### config.mk
export PLATFORM = sky130hd
export DESIGN_NAME = hz_unit
export DESIGN_NICKNAME = d
export VERILOG_FILES = /design/src/rtl/hz_pkg.sv /design/src/rtl/hz_ctrl_pipe.sv /design/src/rtl/hz_fwd_sel.sv /design/src/rtl/hz_interlock.sv /design/src/rtl/hz_unit.sv
export SDC_FILE = /design/constraint.sdc
export NUM_CORES = 1
export LEC_CHECK = 0
export CORE_MARGIN = 1.5
export CORE_UTILIZATION = 40
export CTS_CLUSTER_DIAMETER = 80
export DETAILED_ROUTE_END_ITERATION = 16
export PLACE_DENSITY_LB_ADDON = 0.08
export SLEW_MARGIN = 20
export SYNTH_ARGS = -nofsm -noshare
export SYNTH_HDL_FRONTEND = slang
export SYNTH_SLANG_ARGS = --single-unit
export TNS_END_PERCENT = 5
### constraint.sdc
create_clock -name clk -period 4.5 [get_ports clk]
set_input_delay 1.35 -clock clk [delete_from_list [all_inputs] [get_ports clk]]
set_output_delay 1.35 -clock clk [all_outputs]
set_load 0.02 [all_outputs]
### src/rtl/hz_pkg.sv
package hz_pkg;

  localparam int REG_AW  = 5;
  localparam int NUM_SRC = 2;

  typedef enum logic [1:0] {
    FWD_RF    = 2'b00,
    FWD_MEMWB = 2'b01,
    FWD_EXMEM = 2'b10
  } fwd_sel_e;

  typedef struct packed {
    logic                             valid;
    logic [REG_AW-1:0]                rd;
    logic                             wen;
    logic                             load;
    logic [NUM_SRC-1:0]               src_used;
    logic [NUM_SRC-1:0][REG_AW-1:0]   src;
  } stage_ctrl_t;

  // A slot produces a register result that others may depend on.
  function automatic logic produces(input stage_ctrl_t c);
    return c.valid && c.wen && (c.rd != '0);
  endfunction

endpackage

### src/rtl/hz_ctrl_pipe.sv
module hz_ctrl_pipe
  import hz_pkg::*;
(
  input  logic        clk,
  input  logic        rst_n,
  input  stage_ctrl_t id_ctrl,
  input  logic        kill_idex,
  output stage_ctrl_t idex_q,
  output stage_ctrl_t exmem_q,
  output stage_ctrl_t memwb_q
);

  stage_ctrl_t idex_d;
  stage_ctrl_t exmem_d;
  stage_ctrl_t memwb_d;
  logic        adv_en;

  // The shadow control stages advance every cycle; stall and flush act
  // through the bubble inserted into the execute slot.
  assign adv_en = 1'b1;

  always_comb begin
    idex_d  = kill_idex ? '0 : id_ctrl;
    exmem_d = idex_q;
    memwb_d = exmem_q;
  end

  always_ff @(posedge clk or negedge rst_n) begin
    if (!rst_n) begin
      idex_q  <= '0;
      exmem_q <= '0;
      memwb_q <= '0;
    end else if (adv_en) begin
      idex_q  <= idex_d;
      exmem_q <= exmem_d;
      memwb_q <= memwb_d;
    end
  end

  AST_KILLED_SLOT_EMPTY: assert property (@(posedge clk) disable iff (!rst_n)
    kill_idex |=> (!idex_q.valid && !idex_q.wen && !idex_q.load)) else $error("killed slot not empty");

endmodule

### src/rtl/hz_fwd_sel.sv
module hz_fwd_sel
  import hz_pkg::*;
(
  input  logic [REG_AW-1:0] src,
  input  logic              used,
  input  stage_ctrl_t       exmem,
  input  stage_ctrl_t       memwb,
  output fwd_sel_e          sel
);

  logic hit_exmem;
  logic hit_memwb;

  always_comb begin
    hit_exmem = used && produces(exmem) && (exmem.rd == src);
    hit_memwb = used && produces(memwb) && (memwb.rd == src);
  end

  // Nearer producer first: it holds the more recent value of the register.
  always_comb begin
    if (hit_exmem)      sel = FWD_EXMEM;
    else if (hit_memwb) sel = FWD_MEMWB;
    else                sel = FWD_RF;
  end

endmodule

### src/rtl/hz_interlock.sv
module hz_interlock
  import hz_pkg::*;
(
  input  logic        clk,
  input  logic        rst_n,
  input  stage_ctrl_t id_ctrl,
  input  stage_ctrl_t idex,
  input  logic        redirect,
  output logic        pc_hold,
  output logic        ifid_hold,
  output logic        ifid_flush,
  output logic        idex_bubble
);

  logic [NUM_SRC-1:0] src_hit;
  logic               load_use;
  logic               stall;

  for (genvar g = 0; g < NUM_SRC; g++) begin : g_src
    assign src_hit[g] = id_ctrl.src_used[g] && (id_ctrl.src[g] == idex.rd);
  end

  always_comb begin
    load_use = id_ctrl.valid && idex.load && produces(idex) && (|src_hit);
    // A redirect discards the consumer anyway, so it cancels the stall.
    stall       = load_use && !redirect;
    pc_hold     = stall;
    ifid_hold   = stall;
    ifid_flush  = redirect;
    idex_bubble = stall || redirect;
  end

  AST_FLUSH_OVER_STALL: assert property (@(posedge clk) disable iff (!rst_n)
    redirect |-> (!pc_hold && !ifid_hold && ifid_flush && idex_bubble)) else $error("flush did not win");

  AST_STALL_ONE_CYCLE: assert property (@(posedge clk) disable iff (!rst_n)
    pc_hold |=> !pc_hold) else $error("stall lasted more than one cycle");

  AST_STALL_BUBBLES: assert property (@(posedge clk) disable iff (!rst_n)
    ifid_hold |-> idex_bubble) else $error("stall without bubble");

endmodule

### src/rtl/hz_unit.sv
module hz_unit
  import hz_pkg::*;
(
  input  logic              clk,
  input  logic              rst_n,
  input  logic              id_valid,
  input  logic [REG_AW-1:0] id_rs1,
  input  logic              id_rs1_used,
  input  logic [REG_AW-1:0] id_rs2,
  input  logic              id_rs2_used,
  input  logic [REG_AW-1:0] id_rd,
  input  logic              id_wen,
  input  logic              id_load,
  input  logic              redirect,
  output logic [1:0]        fwd_a_sel,
  output logic [1:0]        fwd_b_sel,
  output logic              pc_hold,
  output logic              ifid_hold,
  output logic              ifid_flush,
  output logic              idex_bubble
);

  stage_ctrl_t id_ctrl;
  stage_ctrl_t idex;
  stage_ctrl_t exmem;
  stage_ctrl_t memwb;
  fwd_sel_e    op_sel [NUM_SRC];

  always_comb begin
    id_ctrl          = '0;
    id_ctrl.valid    = id_valid;
    id_ctrl.rd       = id_rd;
    id_ctrl.wen      = id_wen;
    id_ctrl.load     = id_load;
    id_ctrl.src_used = {id_rs2_used, id_rs1_used};
    id_ctrl.src[0]   = id_rs1;
    id_ctrl.src[1]   = id_rs2;
  end

  hz_ctrl_pipe u_pipe (
    .clk       (clk),
    .rst_n     (rst_n),
    .id_ctrl   (id_ctrl),
    .kill_idex (idex_bubble),
    .idex_q    (idex),
    .exmem_q   (exmem),
    .memwb_q   (memwb)
  );

  for (genvar g = 0; g < NUM_SRC; g++) begin : g_op
    hz_fwd_sel u_sel (
      .src   (idex.src[g]),
      .used  (idex.src_used[g]),
      .exmem (exmem),
      .memwb (memwb),
      .sel   (op_sel[g])
    );

    AST_NEAR_PRODUCER_WINS: assert property (@(posedge clk) disable iff (!rst_n)
      (produces(exmem) && produces(memwb) && (exmem.rd == memwb.rd) &&
       idex.src_used[g] && (idex.src[g] == exmem.rd)) |-> (op_sel[g] == FWD_EXMEM))
      else $error("older result won over nearer one");

    AST_NO_ZERO_REG_BYPASS: assert property (@(posedge clk) disable iff (!rst_n)
      (op_sel[g] != FWD_RF) |-> (idex.src[g] != '0)) else $error("bypass of register 0");

    AST_UNUSED_SRC_FROM_RF: assert property (@(posedge clk) disable iff (!rst_n)
      !idex.src_used[g] |-> (op_sel[g] == FWD_RF)) else $error("bypass on unused source");
  end

  assign fwd_a_sel = op_sel[0];
  assign fwd_b_sel = op_sel[1];

  hz_interlock u_lock (
    .clk         (clk),
    .rst_n       (rst_n),
    .id_ctrl     (id_ctrl),
    .idex        (idex),
    .redirect    (redirect),
    .pc_hold     (pc_hold),
    .ifid_hold   (ifid_hold),
    .ifid_flush  (ifid_flush),
    .idex_bubble (idex_bubble)
  );

endmodule

Word-level counts from Yosys, hierarchy flattened
Cells that the tools add are included.
Widths: inputs -> output; s select.
{ "totals": {"ff_bits": 34, "in_bits": 23, "output_inout_bits": 8, "elab_cells": 50} }
{ "op_classes": {"reduce_logical": 26, "eq_ne": 6, "n_mux": 5} }
{ "op_table": {"columns": ["operator", "count"], "rows": [
  ["$eq 5x5->1", 6],
  ["$logic_and 1x1->1", 20],
  ["$mux 20", 1],
  ["$reduce_bool 5->1", 3],
  ["$mux 2", 2],
  ["$mux 1", 2],
  ["$reduce_or 2->1", 1],
  ["$logic_not 1->1", 1],
  ["$logic_or 1x1->1", 1]
]} }

Depth between registers and ports, before layout
Gate-level depths: netlist of the first run.
{ "logic_depth": {"depth_word": 7, "ltp_mapped": 5, "depth_no_buf": 4} }

By module
A second synthesis of the first run with hierarchy kept.
{ "unflattened": {"hier_cells": 151, "area_unflattened_um2": 2237.1} }
{ "by_module_without_submodules": {"columns": ["module", "instances", "area_per_inst_um2", "seq_area_each_um2", "cells_each"], "rows": [
  ["hz_ctrl_pipe", 1, 1719.1, 1501.4, 82],
  ["hz_fwd_sel", 2, 175.2, 0.0, 24],
  ["hz_interlock", 1, 167.7, 0.0, 21]
]} }

Least setup slack after synthesis of the first run
Ideal clock, no wire load.
{ "synth_path": {"path_kind": "input port to output port", "start": "input id_rs2[0]", "end": "output pc_hold", "n_path_buf": 1, "stages": 5, "path_slack_ps": 855, "t_required_ps": 3150, "arrival_time_ps": 2295, "cell_sequence": "xnor2_1 > nand4_1 > o22ai_1 > and3b_1 > buf_4"} }
{ "synth_via": {"elab_chain_len": 5} }
{ "synth_rtl": {"columns": ["item", "line", "source"], "rows": [
  ["start, declared", "hz_unit.sv:9", "input logic [REG_AW-1:0] id_rs2,"],
  ["$eq 5x5->1", "hz_interlock.sv:20", "assign src_hit[g] = id_ctrl.src_used[g] && (id_ctrl.src[g] == idex.rd);"],
  ["$logic_and 1x1->1", "hz_interlock.sv:20", null],
  ["$reduce_or 2->1", "hz_interlock.sv:24", "load_use = id_ctrl.valid && idex.load && produces(idex) && (|src_hit);"],
  ["$logic_and 1x1->1", "hz_interlock.sv:24", null],
  ["$logic_and 1x1->1", "hz_interlock.sv:26", "stall = load_use && !redirect;"],
  ["end, declared", "hz_unit.sv:17", "output logic pc_hold,"]
]} }
Every way passes these cells.

Worst setup path after layout of the first run
{ "layout_path": {"start": "input id_rs1[2]", "end": "output pc_hold"} }
{ "layout_via": {"elab_chain_len": 5} }
{ "layout_rtl": {"columns": ["item", "line", "source"], "rows": [
  ["start, declared", "hz_unit.sv:7", "input logic [REG_AW-1:0] id_rs1,"],
  ["$eq 5x5->1", "hz_interlock.sv:20", null],
  ["$logic_and 1x1->1", "hz_interlock.sv:20", null],
  ["$reduce_or 2->1", "hz_interlock.sv:24", null],
  ["$logic_and 1x1->1", "hz_interlock.sv:24", null],
  ["$logic_and 1x1->1", "hz_interlock.sv:26", null]
]} }
Every way passes these cells.

==> impl_metrics.csv, run 1 <==
group,metric,value,unit
synth,netlist.area_leader.share,54.4,%
synth,async_flop_share,100,%
global_routing,grt_pass1_vias,1190,
global_routing,grt_start_max_net_pins,35,
power_and_ir_drop,pwr_density_cell,363,nW/um2
synth,synth-seq-cells,34,
placement,dpl_cell_area,1910,um2
synth,syn_inst,141,
global_routing,grt_overflow,0,
clock_tree,htree_num_levels,2,
synth,post-synth-top-count-cell,"dfrtp_1",
synth,yosysWarningCount,0,
route,wirelength,3.04,mm
finish,n_fill_cell,330,
clock_tree,cts_root_buf,"clkbuf_8",
timing,fin_hold_ws,0.394,ns
synth,ys_top_cells_by_area,"dfrtp_1, xnor2_1, nand2b_1",
synth,synth_edf_count,0,
global_routing,antenna_found_initial,0,
synth,synth_ff_type,"dfrtp_1",
run,maxCapViolCount,0,
power_and_ir_drop,p_leak,0.892,nW
synth,synth.cell_area,1560,um2
synth,yosys.area.top_type,"dfrtp_1",
timing,hold_violations,0,
placement,portBuffers,30,
route,first_pass_iters,2,
timing,clock.fmax,233,MHz
finish,n_antenna_cell,0,
clock_tree,cts_sinks,34,
route,post_drt_wl_per_cell,13.6,um
run_status,status,"finished clean",
floorplanning,num_rows,22,
floorplanning,initial_utilization,42.1,%
timing,slew_viol_final,0,
setup_path,arrival,2.94,ns
synth,syn_nets,164,
route,vias,1064,
timing,setup_viol,0,
route,drcViolationCount,0,
timing,rsz0062_at_grt,"false",
finish,post_route_cells_drive_above_1_share,10.3,%
synth,syn_avg_cell_area,11.1,um2
floorplanning,num_io_pins,31,
clock_tree,clock_latency,0.28,ns
floorplanning,die_w,65.5,um
global_routing,grt.total_usage,17.8,%
synth,synth_commonest_cells,"dfrtp_1, xnor2_1, a21oi_1",
placement,place_congestion,0.791,
route,drt-initial-drc-count,12,
placement,dpl.hpwl,2.40,mm
clock_tree,numCtsBuffers,5,
finish,syn_to_final_growth,31.6,%
clock_tree,cts.path.max_buffers,2,
timing,post-route-period-util,95.3,%
setup_path,path_class,"primary input to primary output",
floorplanning,core,3720,um2
finish,final_area,2060,um2
route,via_per_inst,4.77,
timing,fin_worst_skew,0.00458,ns
timing,fin_crit,4.29,ns
finish,nNetsFinal,197,
clock_tree,cts_tree,"done",
hold_path,min_path_type,"flop to flop",
synth,seq_area_frac_synth,54.4,%
setup_path,worstPathMaxFanout,4,
route,final_antenna_net_count,0,
setup_path,end_kind,"primary output",
global_routing,grt_pass1_wl,5.53,mm
power_and_ir_drop,max-vdd-ir-drop,212,uV
clock_tree,clk_pin_slew_worst_paths,0.07,ns
setup_path,crit_path_start_kind,"primary input",
floorplanning,die_h,65.5,um
synth,synth_cell_types,21,
timing,worstMarginPinSlew,0.416,ns
timing,slew_headroom,72.3,%
floorplanning,dieArea,4290,um2
setup_path,crit_required,3.15,ns
timing,fin_setup_tns,0,ns
## path summary, 6_finish.rpt
check	cells past startpoint	slack [ns]	endpoint	from
max	6	0.21	pc_hold	id_rs1[2]
min	0	0.39	u_pipe.exmem_q[13]$_DFF_PN0_	u_pipe.idex_q[13]$_DFF_PN0_
max reg2reg	5	3.01	u_pipe.idex_q[7]$_DFF_PN0_	u_pipe.idex_q[14]$_DFF_PN0_
min reg2reg	0	0.39	u_pipe.exmem_q[13]$_DFF_PN0_	u_pipe.idex_q[13]$_DFF_PN0_
max in group asynchronous	2	2.73	u_pipe.idex_q[6]$_DFF_PN0_	rst_n
min in group asynchronous	2	1.47	u_pipe.idex_q[13]$_DFF_PN0_	rst_n
## cell type report
class	instances	area, um2	share of cell area (%)
multi-input cells	97	664	32.3
flip-flops and latches	34	851	41.3
clock buffers	5	68.8	3.34
repair buffers	36	345	16.8
well taps	48	60.1	2.92
clock inverters	3	68.8	3.34
## placed cells by master (no fill, tap or decap), types with 3 or more instances in the layout
cell             Yosys  layout
clkdlybuf4s50_1      0      27
nor3_1               3       3
buf_4                4       6
xor2_1               8       8
dfrtp_1             34      34
clkbuf_8             0       5
a21oi_1             21      21
nand2_1              4       4
xnor2_1             22      22
nand2b_1            20      20
nand4_1              5       5
## state kept, by name (all words and copies together) (netlist names)
| name | flops |
|---|---|
| u_pipe.memwb_q | 7 |
| u_pipe.exmem_q | 7 |
| u_pipe.idex_q | 20 |
## per-stage QoR
stage          power, W  util [%]  setup WS, ns  cells
2_1_floorplan  0.000382         -         0.855    141
3_3_place_gp   0.000423      51.5       -0.0857    215
3_5_place_dp   0.000424      51.5        -0.102    215
4_1_cts        0.000757      55.3        0.0339    223
5_1_grt        0.000786      55.4         0.110    223
6_report       0.000747      55.4         0.214    223
## cell families after synthesis
kind of cell / synth area share (%)
XOR/XNOR: 16.8
AO/OA/AOI/OAI: 8.88
AND/OR/NAND/NOR: 16.4
flip-flops: 54.4
buffers and inverters: 3.52
## power breakdown
| group | total, W | internal [W] | switching, W |
|---|---|---|---|
| Sequential | 0.000337 | 0.000321 | 0.0000160 |
| Clock | 0.000330 | 0.000222 | 0.000108 |
| Combinational | 0.0000797 | 0.0000466 | 0.0000330 |
| Total | 0.000747 | 0.000590 | 0.000157 |
## per-layer routing
layer	up-vias	routed length, um	track usage [%]
li1	536	-	-
met1	499	1260	20.2
met2	24	1590	30.9
met3	5	126	4.97
met4	0	65	8.59
met5	-	0	0
## repair_timing
action	in CTS	in global routing
resized for setup	3	1
hold buffers	0	0
setup endpoints to repair	3	1
buffers inserted	0	0
## worst max-delay path, cell delays in order
cell and delay (ns):
clkdlybuf4s50_1 0.51, xnor2_1 0.16, nand4_1 0.15, o22ai_2 0.20, and3b_1 0.21, dlygate4sd2_1 0.34
No activity file was read; power rests on OpenSTA's default activity.
==> run 2: changes to the inputs <==
--- a/config.mk
+++ b/config.mk
@@ -9,8 +9,7 @@
 export CORE_UTILIZATION = 40
 export CTS_CLUSTER_DIAMETER = 80
 export DETAILED_ROUTE_END_ITERATION = 16
-export PLACE_DENSITY_LB_ADDON = 0.08
-export SLEW_MARGIN = 20
+export PLACE_DENSITY = 0.71
 export SYNTH_ARGS = -nofsm -noshare
 export SYNTH_HDL_FRONTEND = slang
 export SYNTH_SLANG_ARGS = --single-unit
==> constraint.sdc (replaced) <==
create_clock -name clk -period 4 [get_ports clk]
set_input_delay 1.2 -clock clk [delete_from_list [all_inputs] [get_ports clk]]
set_output_delay 1.2 -clock clk [all_outputs]
set_load 0.02 [all_outputs]
==> run 2 against run 1 <==
Largest power group unchanged. Largest cell class unchanged. Worst setup slack got worse by 0.094 ns. Total power decreased by 6.2%. Via count increased by 1.9%. Clock skew decreased by 0.0024 ns.
==> impl_metrics.csv, run 2 (synthesis gave the netlist of run 1 again) <==
group,metric,value,unit
setup_path,r2r_start,"u_pipe.idex_q[17]$_DFF_PN0_",
route,post_drt_wl_per_cell,13.9,um
route,drcViolationCount,0,
finish,nNetsFinal,197,
finish,regMostFlops,"u_pipe.idex_q",
global_routing,grt_pass1_wl,5.23,mm
clock_tree,cts_root_buf,"clkbuf_8",
hold_path,whs_path_depth,0,
clock_tree,cts.path.max_buffers,2,
setup_path,reg2reg_depth,5,
setup_path,crit_path_start_kind,"primary input",
placement,place_congestion,0.782,
clock_tree,cts_sinks,34,
global_routing,grt_overflow,0,
floorplanning,core,3720,um2
timing,hold_violations,0,
power_and_ir_drop,netSwitchingFraction,24.3,%
clock_tree,clock_latency,0.28,ns
clock_tree,clk_pin_slew_worst_paths,0.06,ns
finish,layout_common_cells,"dfrtp_1, clkdlybuf4s50_1, xnor2_1",
floorplanning,num_io_pins,31,
timing,fin_worst_skew,0.00214,ns
global_routing,grt_pass1_vias,1161,
global_routing,grt_start_max_net_pins,35,
power_and_ir_drop,max-vdd-ir-drop,211,uV
setup_path,startpoint,"id_rs2[3]",
timing,setup_viol,0,
global_routing,grt.total_usage,16.7,%
placement,dpl.hpwl,2.49,mm
clock_tree,cts_hold_buffers,0,
floorplanning,dieArea,4290,um2
floorplanning,num_rows,22,
placement,portBuffers,30,
setup_path,r2r_setup_slack,2.52,ns
clock_tree,htree_num_levels,2,
route,first_pass_iters,4,
power_and_ir_drop,combPwrFrac,12.9,%
finish,finalCoreUtilization,53.5,%
timing,fin_crit,3.88,ns
timing,rsz0062_at_grt,"false",
timing,worstMarginPinSlew,0.406,ns
route,vias,1084,
timing,clock.fmax,258,MHz
timing,post-route-period-util,97.0,%
global_routing,antenna_found_initial,0,
finish,largest_reg_flops,20,
hold_path,min_path_type,"flop to flop",
timing,slew_headroom,73.0,%
power_and_ir_drop,pwr_density_cell,352,nW/um2
floorplanning,die_h,65.5,um
route,via_per_inst,4.88,
route,drt-initial-drc-count,17,
setup_path,end_kind,"primary output",
power_and_ir_drop,seq_power_share,54.2,%
run_status,status,"finished clean",
finish,post_route_cells_drive_above_1_share,10.9,%
timing,slew_viol_final,0,
setup_path,worstPathMaxFanout,4,
finish,layout_commonest_cell,"dfrtp_1",
setup_path,arrival,2.68,ns
route,wirelength,3.09,mm
power_and_ir_drop,p_leak,0.852,nW
clock_tree,cts_tree,"done",
route,final_antenna_net_count,0,
setup_path,r2r_end,"u_pipe.idex_q[7]$_DFF_PN0_",
timing,fin_hold_ws,0.393,ns
finish,n_antenna_cell,0,
setup_path,cp-endpoint,"idex_bubble",
setup_path,crit_required,2.80,ns
power_and_ir_drop,p_sw,0.000170,W
clock_tree,numCtsBuffers,5,
run,maxCapViolCount,0,
floorplanning,die_w,65.5,um
finish,top_regs,"u_pipe.idex_q x20, u_pipe.exmem_q x7, u_pipe.memwb_q x7",
power_and_ir_drop,internal_power,0.000530,W
setup_path,path_class,"primary input to primary output",
finish,syn_to_final_growth,27.1,%
power_and_ir_drop,p_clk_share,32.9,%
floorplanning,initial_utilization,42.1,%
clock_tree,post-cts-setup-buffer-count,0,
## run 2: cell types whose count changed in the layout (fill, tap and decap cells not counted), sizes merged
cell / delta
clkbuf: +2
clkinv: +1
dlygate4sd2: -1
dlymetal6s2s: -1
bufinv: -2
## run 2: timing repair
action                                 CTS  global route
gates resized for setup                  4             4
setup endpoints to repair                3             2
cloned                                   0             0
endpoints found under the hold margin    0             0
## run 2: area by class of cell
cell class	count	area, um2
multi-input combinational	97	664
sequential	34	851
tap	48	60.1
clock buffer	5	68.8
clock inverter	2	10.0
fill	353	1730
timing repair buffer	36	334
## run 2: worst min path at each step
stage / end / from
floorplan: u_pipe.exmem_q[19]$_DFF_PN0_ / u_pipe.idex_q[19]$_DFF_PN0_
global route: u_pipe.exmem_q[13]$_DFF_PN0_ / u_pipe.idex_q[13]$_DFF_PN0_
detailed placement: u_pipe.exmem_q[13]$_DFF_PN0_ / u_pipe.idex_q[13]$_DFF_PN0_
CTS: u_pipe.exmem_q[13]$_DFF_PN0_ / u_pipe.idex_q[13]$_DFF_PN0_
finish: u_pipe.exmem_q[13]$_DFF_PN0_ / u_pipe.idex_q[13]$_DFF_PN0_
global placement: u_pipe.exmem_q[19]$_DFF_PN0_ / u_pipe.idex_q[19]$_DFF_PN0_
## run 2: power groups by stage
| stage | Combinational (W) | Clock [W] | Sequential, W |
|---|---|---|---|
| 2_1_floorplan | 0.0000486 | 0 | 0.000381 |
| 3_3_place_gp | 0.0000891 | 0 | 0.000385 |
| 3_5_place_dp | 0.0000915 | 0 | 0.000386 |
| 4_1_cts | 0.0000920 | 0.000239 | 0.000380 |
| 5_1_grt | 0.000100 | 0.000261 | 0.000382 |
| 6_report | 0.0000905 | 0.000230 | 0.000380 |
## run 2: metal layers
metal,part of all wire [%],global-route usage (%)
met1,42,18.9
met2,51,28.3
met3,5.6,6.85
met4,1.6,6.25
met5,0,0
## run 2: critical path, cell delays in order
cell and delay (ns):
clkdlybuf4s50_1 0.50, xnor2_1 0.15, nand4_1 0.13, o22ai_2 0.24
a21o_1 0.14, dlygate4sd2_1 0.32
## run 2: metrics by stage
step	cells	power [W]	TNS [ns]	setup slack (ns)	cell area, um2
floorplan	141	0.000430	0	0.655	1560
global placement	215	0.000474	-0.741	-0.269	1910
detailed placement	215	0.000478	-0.744	-0.274	1910
CTS	222	0.000711	0	0.0514	2000
global route	222	0.000743	0	0.00635	1990
finish	222	0.000701	0	0.119	1990
